## config.mk

```make
export PLATFORM = sky130hd
export DESIGN_NAME = txint_mitigator
export DESIGN_NICKNAME = d
export VERILOG_FILES = /design/src/rtl/txm_pkg.sv /design/src/rtl/txm_cfg_reg.sv /design/src/rtl/txm_tick_gen.sv /design/src/rtl/txm_burst_coalescer.sv /design/src/rtl/txm_idle_timer.sv /design/src/rtl/txint_mitigator.sv
export SDC_FILE = /design/constraint.sdc
export NUM_CORES = 1
export LEC_CHECK = 0
export BUFFER_PORTS_ARGS = -buffer_cell sky130_fd_sc_hd__buf_2
export CORE_ASPECT_RATIO = 2
export CORE_MARGIN = 3
export CORE_UTILIZATION = 51
export CTS_CLUSTER_SIZE = 25
export DETAILED_ROUTE_END_ITERATION = 16
export GPL_TIMING_DRIVEN = 1
export PLACE_DENSITY = 0.78
export SETUP_SLACK_MARGIN = 0.1
export SYNTH_ARGS = -nofsm -noshare
export SYNTH_HDL_FRONTEND = slang
export SYNTH_SLANG_ARGS = --single-unit
export TNS_END_PERCENT = 100
```

## constraint.sdc

```tcl
create_clock -name clk -period 4.5 [get_ports clk]
set_input_delay 0 -clock clk [delete_from_list [all_inputs] [get_ports clk]]
set_output_delay 0 -clock clk [all_outputs]
set_load 0.05 [all_outputs]
```

## src/rtl/txm_pkg.sv

```systemverilog
package txm_pkg;
  localparam int BURST_W   = 5;
  localparam int BURST_LSB = 16;
  localparam int TMO_W     = 12;
  localparam int TMO_LSB   = 0;
  localparam logic [31:0] CFG_MASK =
    ({{(32-BURST_W){1'b0}}, {BURST_W{1'b1}}} << BURST_LSB) |
    ({{(32-TMO_W){1'b0}}, {TMO_W{1'b1}}} << TMO_LSB);

  typedef struct packed {
    logic [BURST_W-1:0] burst;
    logic [TMO_W-1:0]   timeout;
  } txm_cfg_t;
endpackage

```

## src/rtl/txm_cfg_reg.sv

```systemverilog
module txm_cfg_reg
  import txm_pkg::*;
(
  input  logic        clk,
  input  logic        rst_n,
  input  logic        wr_en,
  input  logic [31:0] wr_data,
  output txm_cfg_t    cfg,
  output logic [31:0] rd_data
);
  txm_cfg_t cfg_q, cfg_d;

  always_comb begin
    cfg_d = cfg_q;
    if (wr_en) begin
      cfg_d.burst   = wr_data[BURST_LSB +: BURST_W];
      cfg_d.timeout = wr_data[TMO_LSB +: TMO_W];
    end
  end

  always_ff @(posedge clk or negedge rst_n) begin
    if (!rst_n) cfg_q <= '0;
    else        cfg_q <= cfg_d;
  end

  always_comb begin
    rd_data = '0;
    rd_data[BURST_LSB +: BURST_W] = cfg_q.burst;
    rd_data[TMO_LSB +: TMO_W]     = cfg_q.timeout;
  end

  assign cfg = cfg_q;
endmodule

```

## src/rtl/txm_tick_gen.sv

```systemverilog
module txm_tick_gen #(
  parameter int DIV_FAST = 256,
  parameter int DIV_SLOW = 2560
) (
  input  logic clk,
  input  logic rst_n,
  input  logic restart,
  input  logic speed_fast,
  output logic tick
);
  localparam int DIV_MAX = (DIV_FAST > DIV_SLOW) ? DIV_FAST : DIV_SLOW;
  localparam int PW      = (DIV_MAX > 1) ? $clog2(DIV_MAX) : 1;
  localparam logic [PW-1:0] LOAD_FAST = PW'(DIV_FAST - 1);
  localparam logic [PW-1:0] LOAD_SLOW = PW'(DIV_SLOW - 1);

  logic [PW-1:0] pcnt_q, pcnt_d;
  logic [PW-1:0] load_val;

  assign load_val = speed_fast ? LOAD_FAST : LOAD_SLOW;
  assign tick     = (pcnt_q == '0);

  always_comb begin
    if (restart)   pcnt_d = load_val;
    else if (tick) pcnt_d = load_val;
    else           pcnt_d = pcnt_q - 1'b1;
  end

  always_ff @(posedge clk or negedge rst_n) begin
    if (!rst_n) pcnt_q <= LOAD_FAST;
    else        pcnt_q <= pcnt_d;
  end
endmodule

```

## src/rtl/txm_burst_coalescer.sv

```systemverilog
module txm_burst_coalescer
  import txm_pkg::*;
(
  input  logic               clk,
  input  logic               rst_n,
  input  logic               done_ok,
  input  logic               done_err,
  input  logic [BURST_W-1:0] burst,
  output logic               irq
);
  logic [BURST_W-1:0] run_q, run_d;
  logic               irq_q, irq_d;
  logic [BURST_W:0]   run_next;
  logic [BURST_W:0]   target;

  assign run_next = {1'b0, run_q} + 1'b1;
  assign target   = (burst == '0) ? (BURST_W+1)'(1) : {1'b0, burst};

  always_comb begin
    run_d = run_q;
    irq_d = 1'b0;
    if (done_err) begin
      run_d = '0;
    end else if (done_ok) begin
      if (run_next >= target) begin
        run_d = '0;
        irq_d = 1'b1;
      end else begin
        run_d = run_next[BURST_W-1:0];
      end
    end
  end

  always_ff @(posedge clk or negedge rst_n) begin
    if (!rst_n) begin
      run_q <= '0;
      irq_q <= 1'b0;
    end else begin
      run_q <= run_d;
      irq_q <= irq_d;
    end
  end

  assign irq = irq_q;
endmodule

```

## src/rtl/txm_idle_timer.sv

```systemverilog
module txm_idle_timer
  import txm_pkg::*;
(
  input  logic             clk,
  input  logic             rst_n,
  input  logic             start,
  input  logic             enable,
  input  logic             tick,
  input  logic [TMO_W-1:0] timeout,
  output logic             irq
);
  logic [TMO_W-1:0] cnt_q, cnt_d;
  logic             armed_q, armed_d;
  logic             irq_q, irq_d;
  logic             step_en;

  assign step_en = armed_q && enable && tick;

  always_comb begin
    cnt_d   = cnt_q;
    armed_d = armed_q;
    irq_d   = 1'b0;
    if (start) begin
      cnt_d   = timeout;
      armed_d = (timeout != '0);
    end else if (step_en) begin
      if (cnt_q <= TMO_W'(1)) begin
        cnt_d   = '0;
        armed_d = 1'b0;
        irq_d   = 1'b1;
      end else begin
        cnt_d = cnt_q - 1'b1;
      end
    end
  end

  always_ff @(posedge clk or negedge rst_n) begin
    if (!rst_n) begin
      cnt_q   <= '0;
      armed_q <= 1'b0;
      irq_q   <= 1'b0;
    end else begin
      cnt_q   <= cnt_d;
      armed_q <= armed_d;
      irq_q   <= irq_d;
    end
  end

  assign irq = irq_q;
endmodule

```

## src/rtl/txint_mitigator.sv

```systemverilog
module txint_mitigator
  import txm_pkg::*;
#(
  parameter int DIV_FAST = 256,
  parameter int DIV_SLOW = 2560
) (
  input  logic        clk,
  input  logic        rst_n,
  input  logic        cfg_wr_en,
  input  logic [31:0] cfg_wr_data,
  output logic [31:0] cfg_rd_data,
  input  logic        idle_irq_en,
  input  logic        speed_fast,
  input  logic        tx_start,
  input  logic        tx_done_ok,
  input  logic        tx_done_err,
  output logic        txc_irq,
  output logic        idle_irq
);
  txm_cfg_t cfg;
  logic     tick;

  txm_cfg_reg u_cfg (
    .clk     (clk),
    .rst_n   (rst_n),
    .wr_en   (cfg_wr_en),
    .wr_data (cfg_wr_data),
    .cfg     (cfg),
    .rd_data (cfg_rd_data)
  );

  txm_tick_gen #(.DIV_FAST(DIV_FAST), .DIV_SLOW(DIV_SLOW)) u_tick (
    .clk        (clk),
    .rst_n      (rst_n),
    .restart    (tx_start),
    .speed_fast (speed_fast),
    .tick       (tick)
  );

  txm_burst_coalescer u_burst (
    .clk      (clk),
    .rst_n    (rst_n),
    .done_ok  (tx_done_ok),
    .done_err (tx_done_err),
    .burst    (cfg.burst),
    .irq      (txc_irq)
  );

  txm_idle_timer u_idle (
    .clk     (clk),
    .rst_n   (rst_n),
    .start   (tx_start),
    .enable  (idle_irq_en),
    .tick    (tick),
    .timeout (cfg.timeout),
    .irq     (idle_irq)
  );
endmodule

```

; ---- Word level (Yosys, flattened, before mapping)
; Index checks and enable logic that the tools add are counted.
; Widths: inputs -> output; s select.
[word_totals]
ff_bits = 49
output_inout_bits = 34
[classes]
add_sub_neg = 3
n_lt_le_gt_ge = 2
n_mux = 19
n_reduce_logical = 9
[ops]
columns = operator, n
row1 = $mux 12, 6
row2 = $sub 12x1->12 const B, 2
row3 = $mux 5, 4
row4 = $le 12x1->1 const B, 1
row5 = $logic_not 12->1, 1
row6 = $reduce_bool 12->1, 1
row7 = $mux 1, 9
row8 = $add 5x1->6 const B, 1
row9 = $ge 6x6->1, 1
row10 = $reduce_bool 2->1, 3
row11 = $logic_not 5->1, 1
row12 = $logic_and 1x1->1, 2
row13 = $reduce_and 2->1, 1

; ---- Logic depth before layout (Yosys ltp)
[logic_depth]
word_depth = 6
depth_mapped = 9
mapped_depth_nobuf = 9

; ---- Modules after synthesis
; Synthesis repeated with hierarchy kept, for this count alone.
[hier_totals]
hier_cells = 283
hier_area_um2 = 2974.1
[modules_own_cells]
columns = module, instances, cells_each, area_per_inst_um2
row1 = txm_cfg_reg, 1, 69, 929.6
row2 = txm_idle_timer, 1, 101, 915.9
row3 = txm_tick_gen, 1, 67, 685.7
row4 = txm_burst_coalescer, 1, 46, 442.9

; ---- Worst setup path after synthesis
; OpenSTA, ideal clock, no wires.
[synth_path]
path_kind = flip-flop to flip-flop
start = reg u_cfg.cfg_q (netlist bit u_cfg.cfg[16])
end = reg u_burst.run_q[0]
arrival_time_ps = 2159
t_required_ps = 4435
slack_ps = 2276
path_stages_with_launch = 8
synth_period_minus_slack_ps = 2224
cell_sequence = dfrtp_1 o41ai_1 ha_1 nand2b_1 a21o_1 a211oi_1 o21a_1 mux2_2
[synth_via]
elab_chain_cells = 6
[synth_rtl]
columns = item, line_no
row1 = start: declaration, txm_cfg_reg.sv:11  ; txm_cfg_t cfg_q, cfg_d;
row2 = start signal: assignment, txm_cfg_reg.sv:23  ; else cfg_q <= cfg_d;
row3 = $logic_not 5->1, txm_burst_coalescer.sv:17  ; assign target = (burst == '0) ? (BURST_W+1)'(1) : {1'b0, burst};
row4 = $mux 5 *, txm_burst_coalescer.sv:17
row5 = $ge 6x6->1 *, txm_burst_coalescer.sv:25  ; if (run_next >= target) begin
row6 = $mux 5 *, txm_burst_coalescer.sv:25
row7 = $mux 5 *, txm_burst_coalescer.sv:24  ; end else if (done_ok) begin
row8 = $mux 5 *, txm_burst_coalescer.sv:22  ; if (done_err) begin
row9 = end signal: assignment, txm_burst_coalescer.sv:39  ; run_q <= run_d;
row10 = end: declaration, txm_burst_coalescer.sv:11  ; logic [BURST_W-1:0] run_q, run_d;
; Mark *: on every way between the ends. The rest lies on a longest branch, timed or not. The select of a mux whose other input is x is not followed.
; A chain may end at the register's enable or synchronous reset.

; ---- Worst setup path in the final report
[layout_path]
start = reg u_cfg.cfg_q (netlist bit u_cfg.cfg[16])
end = reg u_burst.run_q[2]
; Same word-level chain as after synthesis.

==> impl_metrics.py <==
metrics = {
    "synth": {
        "netlist_area_mm2": 0.00265,
        "synthTopCellsByCount": "dfrtp_1, nand2_1, o21ai_0",
        "ys.flop_type": "dfrtp_1",
        "synth_top_area_share": 0.388,
        "synth_warnings": 0,
        "synth-seq-cells": 49,
        "yosysTopAreaCell": "dfrtp_1",
        "yosysSeqAreaShare": 0.467,
        "yosysMostFrequentCell": "dfrtp_1",
        "synthCells": 270,
        "synth_edf_count": 0,
        "yosys-top-cells-area": "dfrtp_1, dfstp_2, mux2_2",
        "synth.avg_cell_area_um2": 9.80,
        "netlist-cell-type-count": 45,
        "async_reset_ff_frac": 1.00,
    },
    "routing": {
        "routed_wl_um": 6080,
        "first_iter_violations": 80,
        "wl_per_cell_um": 15.7,
        "vias": 2128,
        "viasPerCell": 5.50,
        "antenna_left": 0,
        "drc": 0,
        "dr.pass1.iters": 4,
    },
    "floorplan": {
        "ios": 74,
        "start_util": 0.534,
        "rows": 36,
        "die_area_mm2": 0.00614,
        "die_w_um": 56.9,
        "core_area_mm2": 0.00495,
        "fp.dieH_um": 108,
    },
    "power_and_ir_drop": {
        "power.density_mw_per_mm2": 334,
        "vdd_ir_drop_max_v": 0.000332,
        "p_leak_nw": 1.43,
    },
    "clocking": {
        "cts_tree": "done",
        "cts_setup_buffers": 0,
        "clk-insertion-delay-late_ns": 0.31,
        "cts_buffer_depth": 2,
        "cts_resized": 0,
        "clockRootBuffer": "clkbuf_8",
        "h-tree-depth": 2,
        "clkTransAtPathRegs_ns": 0.09,
        "cts.sinks": 49,
        "cts_made_buffers": 5,
    },
    "hold_path": {
        "holdPathEnd": "u_tick.pcnt_q[8]",
        "hold_depth": 3,
        "hp-class": "input port to flop",
        "min-delay-start": "speed_fast",
    },
    "finish": {
        "finalNetCount": 380,
        "fillers": 414,
        "seqCellArea_mm2": 0.00124,
        "diodes": 0,
        "drive_gt1_frac": 0.227,
        "multiInputGateArea_mm2": 0.00126,
        "area_growth_pct": 18.5,
        "post-route-util": 0.633,
    },
    "critical_path": {
        "cp_cell_sequence": "o41ai_1 > ha_1 > nand2b_1 > a21o_1 > a211oi_1 > o21a_1 > o21ai_0 > nand2_1",
        "crit_arrival_ns": 2.58,
        "r2r_end": "u_burst.run_q[2]",
        "endpoint_kind": "flop",
        "cp_max_fo": 5,
        "r2r_cells": 8,
        "worstSetupStartpointType": "flop",
        "cp_num_buf_inv": 0,
        "critPathRequiredTime_ns": 4.75,
        "crit_slowest_cell": "o41ai_1",
        "cp_slowest_stage_delay_ns": 0.46,
        "worst-setup-path-type": "flop to flop",
        "crit_family": "compound AO/OA/AOI/OAI gates",
        "reg2reg_from": "u_cfg.cfg[16]",
        "r2r_setup_slack_ns": 2.17,
    },
    "global_route": {
        "grt-ovfl-total": 0,
        "met3_usage": 0.0432,
        "grt_max_degree": 50,
        "grt_pass1_wl_um": 10100,
        "antenna_found_initial": 0,
        "grt_pass1_vias": 2202,
        "grt_use_met1": 0.199,
        "groute.usage.overall": 0.214,
        "busiest_layer": "met2",
        "grt_use_met2": 0.421,
    },
    "timing": {
        "fin_hold_ws_ns": 0.0206,
        "layout_min_cycle_time_ns": 2.33,
        "skew_ns": 0.00871,
        "timing.fmax_ghz": 0.428,
        "worst_slew_pin_slew_ns": 1.07,
        "fin_crit_sh": 0.519,
        "setup_viol": 0,
        "fin_ws_ns": 2.17,
        "rsz0062_at_grt": "false",
        "relSlewSlack": 0.289,
        "maxSlewViolCount": 0,
        "finalSetupTns_ns": 0,
        "final-hold-violation-count": 0,
    },
    "place": {
        "routabilityCongestion": 0.846,
        "portBuffers": 43,
        "place_hpwl_um": 4260,
        "pre_cts_slack_ns": 2.22,
    },
    "status": {
        "status": "finished, final reports clean",
    },
    "job": {
        "maxCapViolations": 0,
    },
}
metrics by stage:
step	instances	power, mW	cell area (um^2)
2_1_floorplan	284	0.685	2700
3_3_place_gp	360	0.730	2830
3_5_place_dp	360	0.736	2830
4_1_cts	387	1.06	3140
5_1_grt	387	1.10	3140
6_report	387	1.05	3140
power breakdown:
group | internal (mW) | leakage, nW | switching (mW)
Sequential | 0.476 | 0.583 | 0.0394
Combinational | 0.0737 | 0.795 | 0.154
Clock | 0.162 | 0.0540 | 0.142
Total | 0.711 | 1.43 | 0.336
layout by cell type, fill, tap and decap left out, drive strengths merged, types with 3 or more instances in the layout:
cell type and count:
nor3 8, dlygate4sd3 20, a22o 3, buf 43, conb 15, inv 12
xnor2 6, clkbuf 5, a21oi 12, dfstp 8, nand2 26, o21ai 21
mux2 12, nor2 18, or4 3, or3 6, ha 10, xor2 3
nor4 10, dfrtp 41, a31oi 3, nand2b 5, and2 3, nand3 8
nor2b 8
cells by family after synthesis:
logic type      after synthesis  share of synthesized area
compound gates               54                      0.125
xor+xnor                      9                     0.0298
fa+ha+maj                    10                     0.0473
buf+inv                      36                     0.0747
flops                        49                      0.467
mux                          12                     0.0511
other cells                   1                    0.00142
simple gates                 99                      0.203
final cells by class:
class,instances,area share
clock buffer,5,0.0219
clock inverter,2,0.0112
inverter,12,0.0144
multi-input combinational,199,0.403
sequential,49,0.394
tap,57,0.0227
timing repair buffer,63,0.132
worst min-delay path, delay by kind of cell:
kind            cells  cell delay, ns
compound gates      1            0.06
buf+inv             1            0.08
simple gates        1            0.16
registers in the layout, summed over array words and instances, names as in the netlist:
signal and cells:
u_idle.armed_q 1, u_tick.pcnt_q 12, u_burst.run_q 5, u_idle.cnt_q 12, u_idle.irq 1, u_cfg.cfg 17, u_burst.irq 1
what timing repair did:
action                                  in CTS  in global routing
endpoints found under the setup margin       0                  0
hold buffers                                20                  0
hold endpoints to repair                    59                  0
worst max-delay path by stage:
stage	start	endpoint	slack [ns]	cells past startpoint
global placement	u_cfg.cfg[16]	u_burst.run_q[0]	2.24	7
finish	u_cfg.cfg[16]	u_burst.run_q[2]	2.17	8
global route	u_tick.pcnt_q[0]	u_idle.cnt_q[7]	2.08	8
floorplan	u_cfg.cfg[16]	u_burst.run_q[0]	2.28	7
CTS	u_cfg.cfg[13]	u_burst.run_q[2]	2.14	8
detailed placement	u_tick.pcnt_q[0]	u_idle.cnt_q[11]	2.22	7
layer usage:
layer	routed length (um)	vias up
li1	-	1035
met5	0	-
met4	177	0
met2	3590	54
met3	203	12
met1	2110	1027
Note: power is estimated with default switching activity, not from simulation.
